--- config.mk ---
export PLATFORM = sky130hd
export DESIGN_NAME = qtile_mop_seq
export DESIGN_NICKNAME = d
export VERILOG_FILES = /design/src/rtl/qtm_pkg.sv /design/src/rtl/qtm_walker.sv /design/src/rtl/qtm_addr_gen.sv /design/src/rtl/qtm_pair_pick.sv /design/src/rtl/qtile_mop_seq.sv
export SDC_FILE = /design/constraint.sdc
export NUM_CORES = 1
export LEC_CHECK = 0
export BUFFER_PORTS_ARGS = -buffer_cell sky130_fd_sc_hd__buf_2
export CAP_MARGIN = 30
export CORE_AREA = 5 5 146 148
export CTS_BUF_LIST = sky130_fd_sc_hd__clkbuf_8
export CTS_CLUSTER_DIAMETER = 150
export DETAILED_ROUTE_END_ITERATION = 8
export DIE_AREA = 0 0 151 153
export HOLD_SLACK_MARGIN = 0.15
export SLEW_MARGIN = 5
export SYNTH_ARGS = -nofsm -noshare
export SYNTH_HDL_FRONTEND = slang
export SYNTH_HIERARCHICAL = 1
export SYNTH_SLANG_ARGS = --single-unit
export TNS_END_PERCENT = 30
--- constraint.sdc ---
create_clock -name clk -period 2.3 [get_ports clk]
set_clock_uncertainty 0.15 [all_clocks]
set_input_delay 0.23 -clock clk [delete_from_list [all_inputs] [get_ports clk]]
set_output_delay 0.23 -clock clk [all_outputs]
set_load 0.01 [all_outputs]
--- src/rtl/qtm_pkg.sv ---
package qtm_pkg;

  typedef enum logic [1:0] {
    QS_IDLE  = 2'd0,
    QS_ISSUE = 2'd1,
    QS_WAIT  = 2'd2
  } qtm_state_e;

  localparam int unsigned QTM_REG_W  = 5;
  localparam int unsigned QTM_ELEM_W = 16;

  // Quadrant side in 16-bit elements for a given vector length in bits.
  function automatic int unsigned qtm_quad_dim(input int unsigned vlen_bits);
    return (vlen_bits / 2) / 16;
  endfunction

  // Row-operand register: even register in the low half of the file.
  function automatic logic [4:0] qtm_first_reg(input logic [2:0] field,
                                               input logic       pair,
                                               input logic       col_half);
    logic [4:0] base;
    base = {1'b0, field, 1'b0};
    return base | {4'b0000, pair & col_half};
  endfunction

  // Column-operand register: even register in the high half of the file.
  function automatic logic [4:0] qtm_second_reg(input logic [2:0] field,
                                                input logic       pair,
                                                input logic       row_half);
    logic [4:0] base;
    base = {1'b1, field, 1'b0};
    return base | {4'b0000, pair & row_half};
  endfunction

  // Linear tile index for an absolute row and column.
  function automatic int unsigned qtm_tile_index(input int unsigned row_abs,
                                                 input int unsigned col_abs,
                                                 input int unsigned side);
    return row_abs * side + col_abs;
  endfunction

endpackage

--- src/rtl/qtm_walker.sv ---
module qtm_walker #(
  parameter  int unsigned DIM = 4,
  localparam int unsigned CW  = (DIM > 1) ? $clog2(DIM) : 1
) (
  input  logic          clk,
  input  logic          rst_n,
  input  logic          clear,
  input  logic          step,
  output logic [1:0]    quad,
  output logic [CW-1:0] row,
  output logic [CW-1:0] col,
  output logic          last_elem
);

  logic col_end;
  logic row_end;

  assign col_end   = (col == CW'(DIM - 1));
  assign row_end   = (row == CW'(DIM - 1));
  assign last_elem = col_end && row_end && (quad == 2'd3);

  always_ff @(posedge clk or negedge rst_n) begin
    if (!rst_n) begin
      quad <= 2'd0;
      row  <= '0;
      col  <= '0;
    end else if (clear) begin
      quad <= 2'd0;
      row  <= '0;
      col  <= '0;
    end else if (step) begin
      if (col_end) begin
        col <= '0;
        if (row_end) begin
          row  <= '0;
          quad <= quad + 2'd1;
        end else begin
          row <= row + CW'(1);
        end
      end else begin
        col <= col + CW'(1);
      end
    end
  end

  AST_WALK_HOLD: assert property (@(posedge clk) disable iff (!rst_n)
    (!step && !clear) |=> $stable({quad, row, col})) else $error("walker moved");

  AST_WALK_WRAP: assert property (@(posedge clk) disable iff (!rst_n)
    (step && last_elem && !clear) |=> (quad == 2'd0 && row == '0 && col == '0)) else $error("no wrap");

  AST_COL_RANGE: assert property (@(posedge clk) disable iff (!rst_n)
    (col <= CW'(DIM - 1)) && (row <= CW'(DIM - 1))) else $error("range");

endmodule

--- src/rtl/qtm_addr_gen.sv ---
module qtm_addr_gen
  import qtm_pkg::*;
#(
  parameter  int unsigned DIM    = 4,
  localparam int unsigned CW     = (DIM > 1) ? $clog2(DIM) : 1,
  localparam int unsigned SIDE   = 2 * DIM,
  localparam int unsigned IW     = $clog2(SIDE),
  localparam int unsigned TIDX_W = $clog2(SIDE * SIDE)
) (
  input  logic [1:0]        quad,
  input  logic [CW-1:0]     row,
  input  logic [CW-1:0]     col,
  input  logic [2:0]        n_field,
  input  logic [2:0]        m_field,
  input  logic              n_pair,
  input  logic              m_pair,
  output logic [IW-1:0]     row_abs,
  output logic [IW-1:0]     col_abs,
  output logic [TIDX_W-1:0] tile_idx,
  output logic [4:0]        a_reg,
  output logic [4:0]        b_reg
);

  logic row_half;
  logic col_half;
  int unsigned lin;

  assign row_half = quad[1];
  assign col_half = quad[0];

  always_comb begin
    row_abs  = (row_half ? IW'(DIM) : IW'(0)) + IW'(row);
    col_abs  = (col_half ? IW'(DIM) : IW'(0)) + IW'(col);
    lin      = qtm_tile_index(int'(row_abs), int'(col_abs), SIDE);
    tile_idx = lin[TIDX_W-1:0];
    a_reg    = qtm_first_reg(n_field, n_pair, col_half);
    b_reg    = qtm_second_reg(m_field, m_pair, row_half);
  end

endmodule

--- src/rtl/qtm_pair_pick.sv ---
module qtm_pair_pick #(
  parameter  int unsigned VLEN  = 128,
  localparam int unsigned NPAIR = VLEN / 16,
  localparam int unsigned IW    = $clog2(NPAIR)
) (
  input  logic [VLEN-1:0] vec,
  input  logic [IW-1:0]   idx,
  output logic [15:0]     pair
);

  always_comb begin
    pair = '0;
    for (int k = 0; k < int'(NPAIR); k++) begin
      if (idx == IW'(k)) pair = vec[k*16 +: 16];
    end
  end

endmodule

--- src/rtl/qtile_mop_seq.sv ---
module qtile_mop_seq
  import qtm_pkg::*;
#(
  parameter  int unsigned VLEN   = 128,
  localparam int unsigned DIM    = qtm_quad_dim(VLEN),
  localparam int unsigned SIDE   = 2 * DIM,
  localparam int unsigned CW     = (DIM > 1) ? $clog2(DIM) : 1,
  localparam int unsigned IW     = $clog2(SIDE),
  localparam int unsigned TIDX_W = $clog2(SIDE * SIDE)
) (
  input  logic              clk,
  input  logic              rst_n,
  input  logic              start,
  input  logic [2:0]        n_field,
  input  logic [2:0]        m_field,
  input  logic              n_pair,
  input  logic              m_pair,
  output logic              busy,
  output logic              done,
  output logic [4:0]        vrf_a_idx,
  input  logic [VLEN-1:0]   vrf_a_data,
  output logic [4:0]        vrf_b_idx,
  input  logic [VLEN-1:0]   vrf_b_data,
  output logic [TIDX_W-1:0] tile_addr,
  input  logic [15:0]       tile_rd_data,
  output logic              tile_wr_en,
  output logic [15:0]       tile_wr_data,
  output logic              req_valid,
  output logic [15:0]       req_acc,
  output logic [15:0]       req_row_op,
  output logic [15:0]       req_col_op,
  input  logic              rsp_valid,
  input  logic [15:0]       rsp_sum
);

  qtm_state_e state_q, state_d;
  logic [2:0] n_q, m_q;
  logic       np_q, mp_q;
  logic       done_q;

  // Named events shared by the FSM, the walker and the assertions.
  logic start_acc;
  logic issue_evt;
  logic accept_evt;
  logic final_evt;

  logic [1:0]    quad;
  logic [CW-1:0] row, col;
  logic          last_elem;
  logic [IW-1:0] row_abs, col_abs;

  logic [VLEN-1:0] side_vec  [2];
  logic [IW-1:0]   side_idx  [2];
  logic [15:0]     side_pair [2];

  assign start_acc  = start && (state_q == QS_IDLE);
  assign issue_evt  = (state_q == QS_ISSUE);
  assign accept_evt = (state_q == QS_WAIT) && rsp_valid;
  assign final_evt  = accept_evt && last_elem;

  always_comb begin
    state_d = state_q;
    unique case (state_q)
      QS_IDLE:  if (start_acc) state_d = QS_ISSUE;
      QS_ISSUE: state_d = QS_WAIT;
      QS_WAIT:  if (accept_evt) state_d = last_elem ? QS_IDLE : QS_ISSUE;
      default:  state_d = QS_IDLE;
    endcase
  end

  always_ff @(posedge clk or negedge rst_n) begin
    if (!rst_n) begin
      state_q <= QS_IDLE;
      n_q     <= '0;
      m_q     <= '0;
      np_q    <= 1'b0;
      mp_q    <= 1'b0;
      done_q  <= 1'b0;
    end else begin
      state_q <= state_d;
      done_q  <= final_evt;
      if (start_acc) begin
        n_q  <= n_field;
        m_q  <= m_field;
        np_q <= n_pair;
        mp_q <= m_pair;
      end
    end
  end

  qtm_walker #(.DIM(DIM)) u_walker (
    .clk       (clk),
    .rst_n     (rst_n),
    .clear     (start_acc),
    .step      (accept_evt),
    .quad      (quad),
    .row       (row),
    .col       (col),
    .last_elem (last_elem)
  );

  qtm_addr_gen #(.DIM(DIM)) u_addr (
    .quad     (quad),
    .row      (row),
    .col      (col),
    .n_field  (n_q),
    .m_field  (m_q),
    .n_pair   (np_q),
    .m_pair   (mp_q),
    .row_abs  (row_abs),
    .col_abs  (col_abs),
    .tile_idx (tile_addr),
    .a_reg    (vrf_a_idx),
    .b_reg    (vrf_b_idx)
  );

  assign side_vec[0] = vrf_a_data;
  assign side_vec[1] = vrf_b_data;
  assign side_idx[0] = row_abs;
  assign side_idx[1] = col_abs;

  for (genvar s = 0; s < 2; s++) begin : g_side
    qtm_pair_pick #(.VLEN(VLEN)) u_pick (
      .vec  (side_vec[s]),
      .idx  (side_idx[s]),
      .pair (side_pair[s])
    );
  end

  assign busy         = (state_q != QS_IDLE);
  assign done         = done_q;
  assign req_valid    = issue_evt;
  assign req_acc      = tile_rd_data;
  assign req_row_op   = side_pair[0];
  assign req_col_op   = side_pair[1];
  assign tile_wr_en   = accept_evt;
  assign tile_wr_data = rsp_sum;

  AST_REQ_PULSE: assert property (@(posedge clk) disable iff (!rst_n)
    req_valid |=> !req_valid) else $error("request longer than a cycle");

  AST_START_IGNORED: assert property (@(posedge clk) disable iff (!rst_n)
    (busy && start) |=> $stable({n_q, m_q, np_q, mp_q})) else $error("start taken while busy");

  AST_DONE_AFTER_WRITE: assert property (@(posedge clk) disable iff (!rst_n)
    done |-> $past(tile_wr_en)) else $error("done without write");

  AST_DONE_IDLE: assert property (@(posedge clk) disable iff (!rst_n)
    done |-> !busy) else $error("done while busy");

  AST_A_EVEN: assert property (@(posedge clk) disable iff (!rst_n)
    (busy && !np_q) |-> (!vrf_a_idx[0] && !vrf_a_idx[4])) else $error("first reg odd");

  AST_B_UPPER: assert property (@(posedge clk) disable iff (!rst_n)
    busy |-> vrf_b_idx[4]) else $error("second reg low");

  AST_WR_ADDR_HELD: assert property (@(posedge clk) disable iff (!rst_n)
    tile_wr_en |-> $stable(tile_addr)) else $error("address moved before write");

  AST_IDLE_QUIET: assert property (@(posedge clk) disable iff (!rst_n)
    !busy |-> (!req_valid && !tile_wr_en)) else $error("activity while idle");

endmodule

==> results of run 1 <==
[logic make-up (layout without fill, tap and decap cells)]
| group | after synthesis | count (layout) | share of synthesized area (%) |
|---|---|---|---|
| AO/OA/AOI/OAI | 166 | 166 | 32.0 |
| adder cells (fa/ha/maj) | 3 | 3 | 0.947 |
| buffers and inverters | 98 | 363 | 18.5 |
| flip-flops | 17 | 17 | 10.7 |
| multiplexers | 75 | 75 | 20.1 |
| other | 2 | 2 | 0.189 |
| AND/OR/NAND/NOR | 132 | 132 | 17.5 |
[critical path: cells and delay by family, from the launching register on]
family	cells	cell delay [ns]
AOI/OAI and AO/OA	2	0.36
DFF	1	0.58
and+or+nand+nor	2	0.27
buffers and inverters	2	0.35
[power by group through the flow]
stage / clock network, W / registers [W] / logic, W
after global routing: 0.000261 / 0.000553 / 0.00272
after CTS: 0.000245 / 0.000527 / 0.00242
final: 0.000230 / 0.000531 / 0.00250
after detailed placement: 0 / 0.000533 / 0.00239
after global placement: 0 / 0.000529 / 0.00237
after floorplan: 0 / 0.000465 / 0.00181
[cell usage in the layout, fill, tap and decap left out, drive strengths merged]
cell type | netlist | final
buf | 98 | 347
nand4bb | 1 | 1
a21bo | 2 | 2
dlygate4sd3 | 0 | 11
a221oi | 28 | 28
or3b | 1 | 1
ha | 3 | 3
and2 | 5 | 5
nor2 | 10 | 10
nand3b | 1 | 1
and2b | 1 | 1
nand2 | 66 | 66
dfrtp | 17 | 17
nor3b | 2 | 2
and3b | 1 | 1
nor2b | 7 | 7
mux2 | 9 | 9
or2 | 30 | 30
mux2i | 66 | 66
and3 | 2 | 2
a22oi | 28 | 28
o211ai | 8 | 8
o21ai | 12 | 12
a21oi | 60 | 60
nand2b | 4 | 4
conb | 2 | 2
clkbuf | 0 | 4
inv | 0 | 1
nand3 | 1 | 1
o31a | 28 | 28
[cell usage after synthesis, drive strengths merged]
| library cell | instances | area (um^2) |
|---|---|---|
| a21oi | 60 | 304 |
| and3 | 2 | 17.5 |
| a21bo | 2 | 20.0 |
| o211ai | 8 | 60.1 |
| nand4bb | 1 | 11.3 |
| a22oi | 28 | 210 |
| nand3b | 1 | 7.51 |
| or2 | 30 | 188 |
| mux2 | 9 | 135 |
| ha | 3 | 37.5 |
| and2b | 1 | 7.51 |
| a221oi | 28 | 370 |
| nor3b | 2 | 20.0 |
| o31a | 28 | 245 |
| and3b | 1 | 8.76 |
| or3b | 1 | 8.76 |
| nand2 | 66 | 248 |
| mux2i | 66 | 661 |
| dfrtp | 17 | 425 |
| nor2 | 10 | 37.5 |
| o21ai | 12 | 60.1 |
| nand2b | 4 | 25.0 |
| conb | 2 | 7.51 |
| and2 | 5 | 31.3 |
| nor2b | 7 | 78.8 |
| buf | 98 | 733 |
| nand3 | 1 | 5.00 |
[registers in the layout, indices dropped and copies added (netlist names)]
signal,count
mp_q,1
u_walker/quad,2
u_walker/row,2
state_q,2
m_q,3
np_q,1
done,1
u_walker/col,2
n_q,3
[worst min-delay path by stage]
stage	endpoint	slack, ns	depth (start not counted)
after floorplan	done$_DFF_PN0_	-0.22	0
after global placement	m_q[0]$_DFFE_PN0P_	0.05	1
after detailed placement	m_q[0]$_DFFE_PN0P_	0.06	1
after CTS	m_q[0]$_DFFE_PN0P_	0.31	2
after global routing	req_acc[15]	0.31	0
final	n_q[2]$_DFFE_PN0P_	0.30	2
[stage by stage]
stage	setup WS, ns	instances
4_1_cts	0.00109	1022
2_1_floorplan	0.472	493
6_report	0.0942	1028
5_1_grt	-0.0203	1028
3_5_place_dp	0.278	1006
3_3_place_gp	0.281	1006
[metal layers]
metal | up-vias | part of all wire, % | wire (um)
met4 | 2 | 2.0 | 370
met5 | - | 0.070 | 13
met3 | 34 | 8.8 | 1620
met2 | 239 | 47 | 8760
li1 | 2289 | - | -
met1 | 2183 | 42 | 7720
[cell type report]
type / instances / area [um^2]
Tap cell: 270 / 338
Multi-Input combinational cell: 378 / 2820
Clock inverter: 1 / 3.75
Fill cell: 2210 / 14200
Timing Repair Buffer: 359 / 2070
Clock buffer: 3 / 41.3
Sequential cell: 17 / 433
[repair_timing]
action                                  4_1_cts  5_1_grt
hold endpoints to repair                     26        0
gates cloned                                  0        1
setup buffers                                 1        5
endpoints found under the setup margin        2       24
pin swaps                                     0        0
resized for setup                             0        6
hold buffers                                 11        0
==> impl_metrics.tcl, run 1 <==
set metrics [dict create \
    numCtsBuffers 3 \
    grtUsageMet3_pct 2.69 \
    hold_class "input pin to async pin" \
    holdWs_ns 0.302 \
    cp-startpoint "u_walker/col[0]$_DFFE_PN0P_" \
    wl_per_cell_um 18.0 \
    crit_path_max_incr_delay_ns 0.58 \
    r2r_start "u_walker/row[0]$_DFFE_PN0P_" \
    crit_end "req_col_op[10]" \
    antenna_found_initial 2 \
    ir_drop_v 0.000487 \
    drt-total-wl_um 18500 \
    rsz0062_at_grt "yes" \
    power.density_mw_per_mm2 572 \
    syn_area_per_cell_um2 8.04 \
    antennaDiodeCount 0 \
    cts_tree "yes" \
    worstPathCellList "nor2b_2, buf_4, nand2_1, a21oi_1, o31a_1, buf_2" \
    die_w_um 151 \
    cpMaxStageDelayCell "dfrtp_4" \
    dieHeight_um 153 \
    internal_power_w 0.00182 \
    grtUsageTotal_pct 14.0 \
    syn_nets 796 \
    max_freq_ghz 0.453 \
    cp_max_fo 14 \
    worstSkewPairLatency_ns 0.25 \
    grt_max_degree 41 \
    grt_overflow 0 \
    rows 52 \
    clkPwrFrac_pct 7.1 \
    setup_viol 0 \
    swShare_pct 44.2 \
    worst-setup-path-type "flip-flop to primary output" \
    combPwrFrac_pct 76.7 \
    period_needed_ns 2.21 \
    hold_viol_final 0 \
    grt_pass1_wl_um 25800 \
    core-area_mm2 0.0199 \
    via_count 4747 \
    cp.arrival_ns 1.83 \
    ios 384 \
    reg2reg_slack_ns 0.51 \
    use_met2_pct 24.0 \
    htree_levels 1 \
    post_drt_via_cell_ratio 4.62 \
    hpwl_um 15000 \
    initial_core_util_pct 19.9 \
    synth_area_mm2 0.00396 \
    switchingPower_w 0.00144 \
    nNetsFinal 1062 \
    worst-endpoint-required_ns 1.92 \
    utilization_pct 28.6 \
    dieArea_mm2 0.0231 \
    synth_seq_cells 17 \
    fin_setup_tns_ns 0 \
    clk_root_buffer_cell "clkbuf_8" \
    stdcell_area_mm2 0.00570 \
    area_growth_pct 43.8 \
    place_area_mm2 0.00540 \
    clk_path_buf_depth 2 \
    rr_worst_depth 4 \
    yosysWarnings 6 \
    synthCells 493 \
    crit-reg2reg-capture "u_walker/quad[0]$_DFFE_PN0P_" \
    cp-start-kind "flip-flop" \
    drc 0 \
    gp_congestion 0.920 \
    drive_gt1_share_pct 52.8 \
    dr.pass1.iters 4 \
    power_frac_seq_pct 16.3 \
    outcome "finished, final reports clean" \
    cap_viol_max_count 0 \
    synth_cell_types 39 \
    total_power_w 0.00326 \
    drt_iter0_markers 200 \
    drtAntennaViolNets 0 \
    drv_slew 0 \
    grt_busiest_layer "met2" \
    use_met1_pct 18.2 \
    portBuffers 317 \
    seq_area_frac_synth_pct 10.7 \
    worstSetupEndpointType "primary output" \
    grt_pass1_vias 4649 \
    clock_sinks 17 \
    period_share_pct 95.9 \
    leakage_nw 2.49 \
    cts.clk_slew.worst_paths_ns 0.08 \
]
Note: power is estimated with default switching activity, not from simulation.
==> run 2: changes to the inputs <==
- CORE_AREA: 5 5 146 148 -> 5 5 148 150
- DIE_AREA: 0 0 151 153 -> 0 0 153 155
- SLEW_MARGIN: 5 -> 25
==> run 2 against run 1 <==
Sequential share of layout area decreased by 0.14 points. Hold slack worse by 0.0053 ns. Critical path depth grew 1. Clock power increased by 5%. Largest cell class unchanged. Highest routed layer is now met4. Global-route usage up 0.63 points. Clock-buffer cell count stayed put. Flip-flop and latch count unchanged.
==> impl_metrics.tcl, run 2 (same netlist as run 1, synthesis figures left out) <==
set metrics [dict create \
    r2r_start "u_walker/col[1]$_DFFE_PN0P_" \
    initial_core_util_pct 19.3 \
    crit-reg2reg-capture "u_walker/quad[0]$_DFFE_PN0P_" \
    rows 53 \
    layout_setup_ws_ns 0.0364 \
    worst-endpoint-required_ns 1.92 \
    cts_tree "yes" \
    drt-total-wl_um 19200 \
    nNetsFinal 1071 \
    pre_cts_ws_ns 0.282 \
    ios 384 \
    hpwl_um 16000 \
    portBuffers 317 \
    largest_registers "m_q (3), n_q (3)" \
    setup_viol 0 \
    dieArea_mm2 0.0237 \
    via_count 4833 \
    grt_pass1_wl_um 27800 \
    htree_levels 1 \
    post_drt_via_cell_ratio 4.64 \
    clk_path_buf_depth 2 \
    utilization_pct 28.2 \
    drt_iter0_markers 245 \
    post-place-cells 1014 \
    power.density_mw_per_mm2 583 \
    dr.pass1.iters 5 \
    cp.arrival_ns 1.88 \
    leakage_nw 2.54 \
    holdWs_ns 0.296 \
    period_share_pct 98.4 \
    grt_overflow 0 \
    worst-setup-path-type "flip-flop to primary output" \
    rsz0062_at_grt "yes" \
    core-area_mm2 0.0206 \
    clk_root_buffer_cell "clkbuf_8" \
    ir_drop_v 0.000299 \
    cts.clk_slew.worst_paths_ns 0.08 \
    drc 0 \
    total_power_w 0.00338 \
    antenna_found_initial 2 \
    worstSkewPairLatency_ns 0.26 \
    drive_gt1_share_pct 54.0 \
    drtAntennaViolNets 0 \
    hold_viol_final 0 \
    grt_pass1_vias 4894 \
    layout_common_cells "buf_2, nand2_1, mux2i_1, a21oi_1" \
    wl_per_cell_um 18.5 \
    layout_commonest_cell "buf_2" \
    grt_max_degree 32 \
    area_growth_pct 46.5 \
    clock_sinks 17 \
    layout.cells.non_filler 1042 \
    drv_slew 0 \
    max_freq_ghz 0.442 \
    dieHeight_um 155 \
    reg2reg_slack_ns 0.42 \
    outcome "finished, final reports clean" \
    grtUsageTotal_pct 14.6 \
    cap_viol_max_count 0 \
    cp_max_fo 11 \
    numCtsBuffers 3 \
    cp-startpoint "u_walker/col[1]$_DFFE_PN0P_" \
    rr_worst_depth 4 \
    worstSetupEndpointType "primary output" \
    cp-start-kind "flip-flop" \
    hold_class "input pin to async pin" \
    die_w_um 153 \
    period_needed_ns 2.26 \
    antennaDiodeCount 0 \
    crit_end "req_col_op[13]" \
    gp_congestion 0.948 \
]
[run 2: area by class of cell]
cell class	count	area, um^2
fillers	2273	14800
multi-input cells	378	2850
repair buffers	368	2130
flip-flops and latches	17	433
well taps	275	344
clock buffers	3	41.3
clock inverters	1	5.00
[run 2: critical path: stages, from the launching register on]
cell	delay, ns
dfrtp_2	0.46
nor2b_4	0.15
buf_12	0.15
buf_12	0.13
a221oi_2	0.28
a21oi_1	0.08
o31a_1	0.24
buf_2	0.14
[run 2: how the worst min path moves through the flow]
stage	start	endpoint	slack, ns	depth (start not counted)
final	rst_n	m_q[2]$_DFFE_PN0P_	0.30	2
after global routing	rsp_sum[4]	tile_wr_data[4]	0.31	0
after CTS	tile_rd_data[13]	req_acc[13]	0.31	0
after detailed placement	rst_n	n_q[0]$_DFFE_PN0P_	0.07	1
after global placement	rst_n	n_q[0]$_DFFE_PN0P_	0.06	1
after floorplan	rst_n	done$_DFF_PN0_	-0.22	0
[run 2: repair_timing]
action,in CTS,in global routing
setup endpoints to repair,1,18
setup buffers,2,10
hold buffers,11,0
gates resized for setup,0,9
cloned,0,1
endpoints found under the hold margin,26,0
[run 2: metrics by stage]
stage          setup TNS [ns]  cell area, um^2
2_1_floorplan               0             3960
3_3_place_gp                0             5430
3_5_place_dp                0             5430
4_1_cts                     0             5620
5_1_grt               -0.0540             5810
6_report                    0             5810
[run 2: power by group]
group	switching (W)	total, W	internal (W)
logic	0.00130	0.00265	0.00135
registers	0.0000926	0.000497	0.000404
clock network	0.000121	0.000242	0.000120
[run 2: layer usage]
metal / GRT usage [%] / wire length, um / vias up
met5: 0 / 0 / -
met3: 2.81 / 1340 / 36
met2: 25.4 / 9430 / 252
met4: 4.67 / 510 / 0
met1: 18.2 / 7960 / 2230
li1: - / - / 2315
==> run 3: changes to the inputs <==
--- a/config.mk
+++ b/config.mk
@@ -11,4 +11,5 @@
 export CTS_BUF_LIST = sky130_fd_sc_hd__clkbuf_8
 export CTS_CLUSTER_DIAMETER = 150
+export CTS_CLUSTER_SIZE = 25
 export DETAILED_ROUTE_END_ITERATION = 8
 export DIE_AREA = 0 0 153 155
==> constraint.sdc (replaced) <==
create_clock -name clk -period 2.3 [get_ports clk]
set_clock_uncertainty 0.15 [all_clocks]
set_input_delay 0.46 -clock clk [delete_from_list [all_inputs] [get_ports clk]]
set_output_delay 0.46 -clock clk [all_outputs]
set_load 0.01 [all_outputs]
==> run 3 against run 2 <==
The flow now finishes with violations (negative setup slack). Register-to-register slack lost 0.06 ns. First-iteration DRC count grew 7.3%. Maximum frequency shrank 7.5%. Non-clock buffer count shrank 1. Hold slack lost 0.016 ns. Critical path depth is the same. Clock power shrank 5%.
==> impl_metrics.tcl, run 3 (same netlist as run 1, synthesis figures left out) <==
set metrics [dict create \
    r2r_start "u_walker/col[1]$_DFFE_PN0P_" \
    worst-setup-path-type "flip-flop to primary output" \
    hold_class "input pin to flip-flop" \
    antennaDiodeCount 0 \
    min_from "m_field[0]" \
    worstSkewPairLatency_ns 0.25 \
    cp_max_fo 14 \
    rows 53 \
    dr.pass1.iters 4 \
    core-area_mm2 0.0206 \
    num-fill-cells 2277 \
    holdPathEnd "m_q[0]$_DFFE_PN0P_" \
    outcome "complete, but fails checks" \
    numCtsBuffers 3 \
    grt_overflow 0 \
    drc 0 \
    layout_setup_ws_ns -0.147 \
    worst-endpoint-required_ns 1.69 \
    area_growth_pct 51.5 \
    grt_max_degree 33 \
    htree_levels 1 \
    layout_commonest_cell "buf_2" \
    clk_root_buffer_cell "clkbuf_8" \
    violations "negative setup slack" \
    drt-total-wl_um 19300 \
    grt_pass1_wl_um 27400 \
    cts_tree "yes" \
    holdWs_ns 0.280 \
    reg2reg_slack_ns 0.36 \
    nNetsFinal 1070 \
    drv_slew 0 \
    grt_pass1_vias 4736 \
    drt_iter0_markers 263 \
    crit-reg2reg-capture "u_walker/quad[0]$_DFFE_PN0P_" \
    clk_path_buf_depth 2 \
    period_share_pct 106 \
    hold_depth 2 \
    gp_congestion 0.938 \
    cp-start-kind "flip-flop" \
    ir_drop_v 0.000327 \
    dieHeight_um 155 \
    grtUsageTotal_pct 14.4 \
    hold_viol_final 0 \
    utilization_pct 29.2 \
    cp.arrival_ns 1.84 \
    ios 384 \
    die_w_um 153 \
    drive_gt1_share_pct 57.2 \
    period_needed_ns 2.45 \
    hpwl_um 15900 \
    cap_viol_max_count 0 \
    setup_viol 29 \
    wl_per_cell_um 18.6 \
    pre_cts_ws_ns 0.0113 \
    total_power_w 0.00363 \
    max_freq_ghz 0.409 \
    initial_core_util_pct 19.3 \
    post_drt_via_cell_ratio 4.60 \
    worstSetupEndpointType "primary output" \
    cts.clk_slew.worst_paths_ns 0.07 \
    antenna_found_initial 3 \
    clock_sinks 17 \
    portBuffers 317 \
    power.density_mw_per_mm2 604 \
    dieArea_mm2 0.0237 \
    largest_registers "m_q (3), n_q (3)" \
    via_count 4790 \
    rsz0062_at_grt "yes" \
    drtAntennaViolNets 0 \
    leakage_nw 2.61 \
    rr_worst_depth 6 \
    layout_common_cells "buf_2, nand2_1, mux2i_1, a21oi_1, o31a_1" \
]
==> run 3: stage by stage <==
stage	area, um^2	TNS [ns]	std cells
after global routing	6000	-4.91	1041
after detailed placement	5510	0	1017
after global placement	5510	0	1017
after CTS	5800	-2.38	1031
after floorplan	3960	0	493
final	6000	-2.39	1041
==> run 3: where the power goes <==
group          leakage, nW  internal, W  switching (W)
Sequential           0.206     0.000404      0.0000999
Clock               0.0269     0.000119       0.000111
Combinational         2.38      0.00153        0.00136
==> run 3: layer usage <==
layer	vias up	global-route usage, %	part of all wire, %
met5	-	0	0.10
met4	2	3.56	2.0
met3	28	2.89	7.7
met2	239	25.0	49
met1	2209	18.3	41
li1	2312	-	-
==> run 3: worst max-delay path by stage <==
stage / from / to / depth (start not counted)
2_1_floorplan: u_walker/quad[0]$_DFFE_PN0P_ / req_col_op[10] / 6
3_3_place_gp: u_walker/quad[1]$_DFFE_PN0P_ / req_row_op[6] / 5
3_5_place_dp: u_walker/col[1]$_DFFE_PN0P_ / req_col_op[2] / 5
4_1_cts: u_walker/col[1]$_DFFE_PN0P_ / req_col_op[14] / 7
5_1_grt: u_walker/col[1]$_DFFE_PN0P_ / req_col_op[11] / 8
6_report: u_walker/col[1]$_DFFE_PN0P_ / req_col_op[10] / 7
==> run 3: layout make-up <==
type                    count  area [um^2]  area share (%)
well taps                 275          344            5.73
flip-flops and latches     17          433            7.21
multi-input cells         378         2950            49.1
repair buffers            367         2230            37.2
clock buffers               3         41.3           0.688
clock inverters             1         3.75          0.0625
==> run 3: worst max-delay path: stages, from the launching register on <==
cell and delay, ns:
dfrtp_2 0.42, buf_4 0.14, nor2b_4 0.04, buf_12 0.15, a221oi_2 0.35, a21oi_1 0.07, o31a_1 0.26, buf_2 0.15
==> run 3: repair_timing <==
item,in CTS,in global routing
hold buffers,1,0
pin swaps,7,6
setup endpoints to repair,31,31
endpoints found under the hold margin,17,0
setup buffers,9,8
cloned,0,2
gates resized for setup,26,24
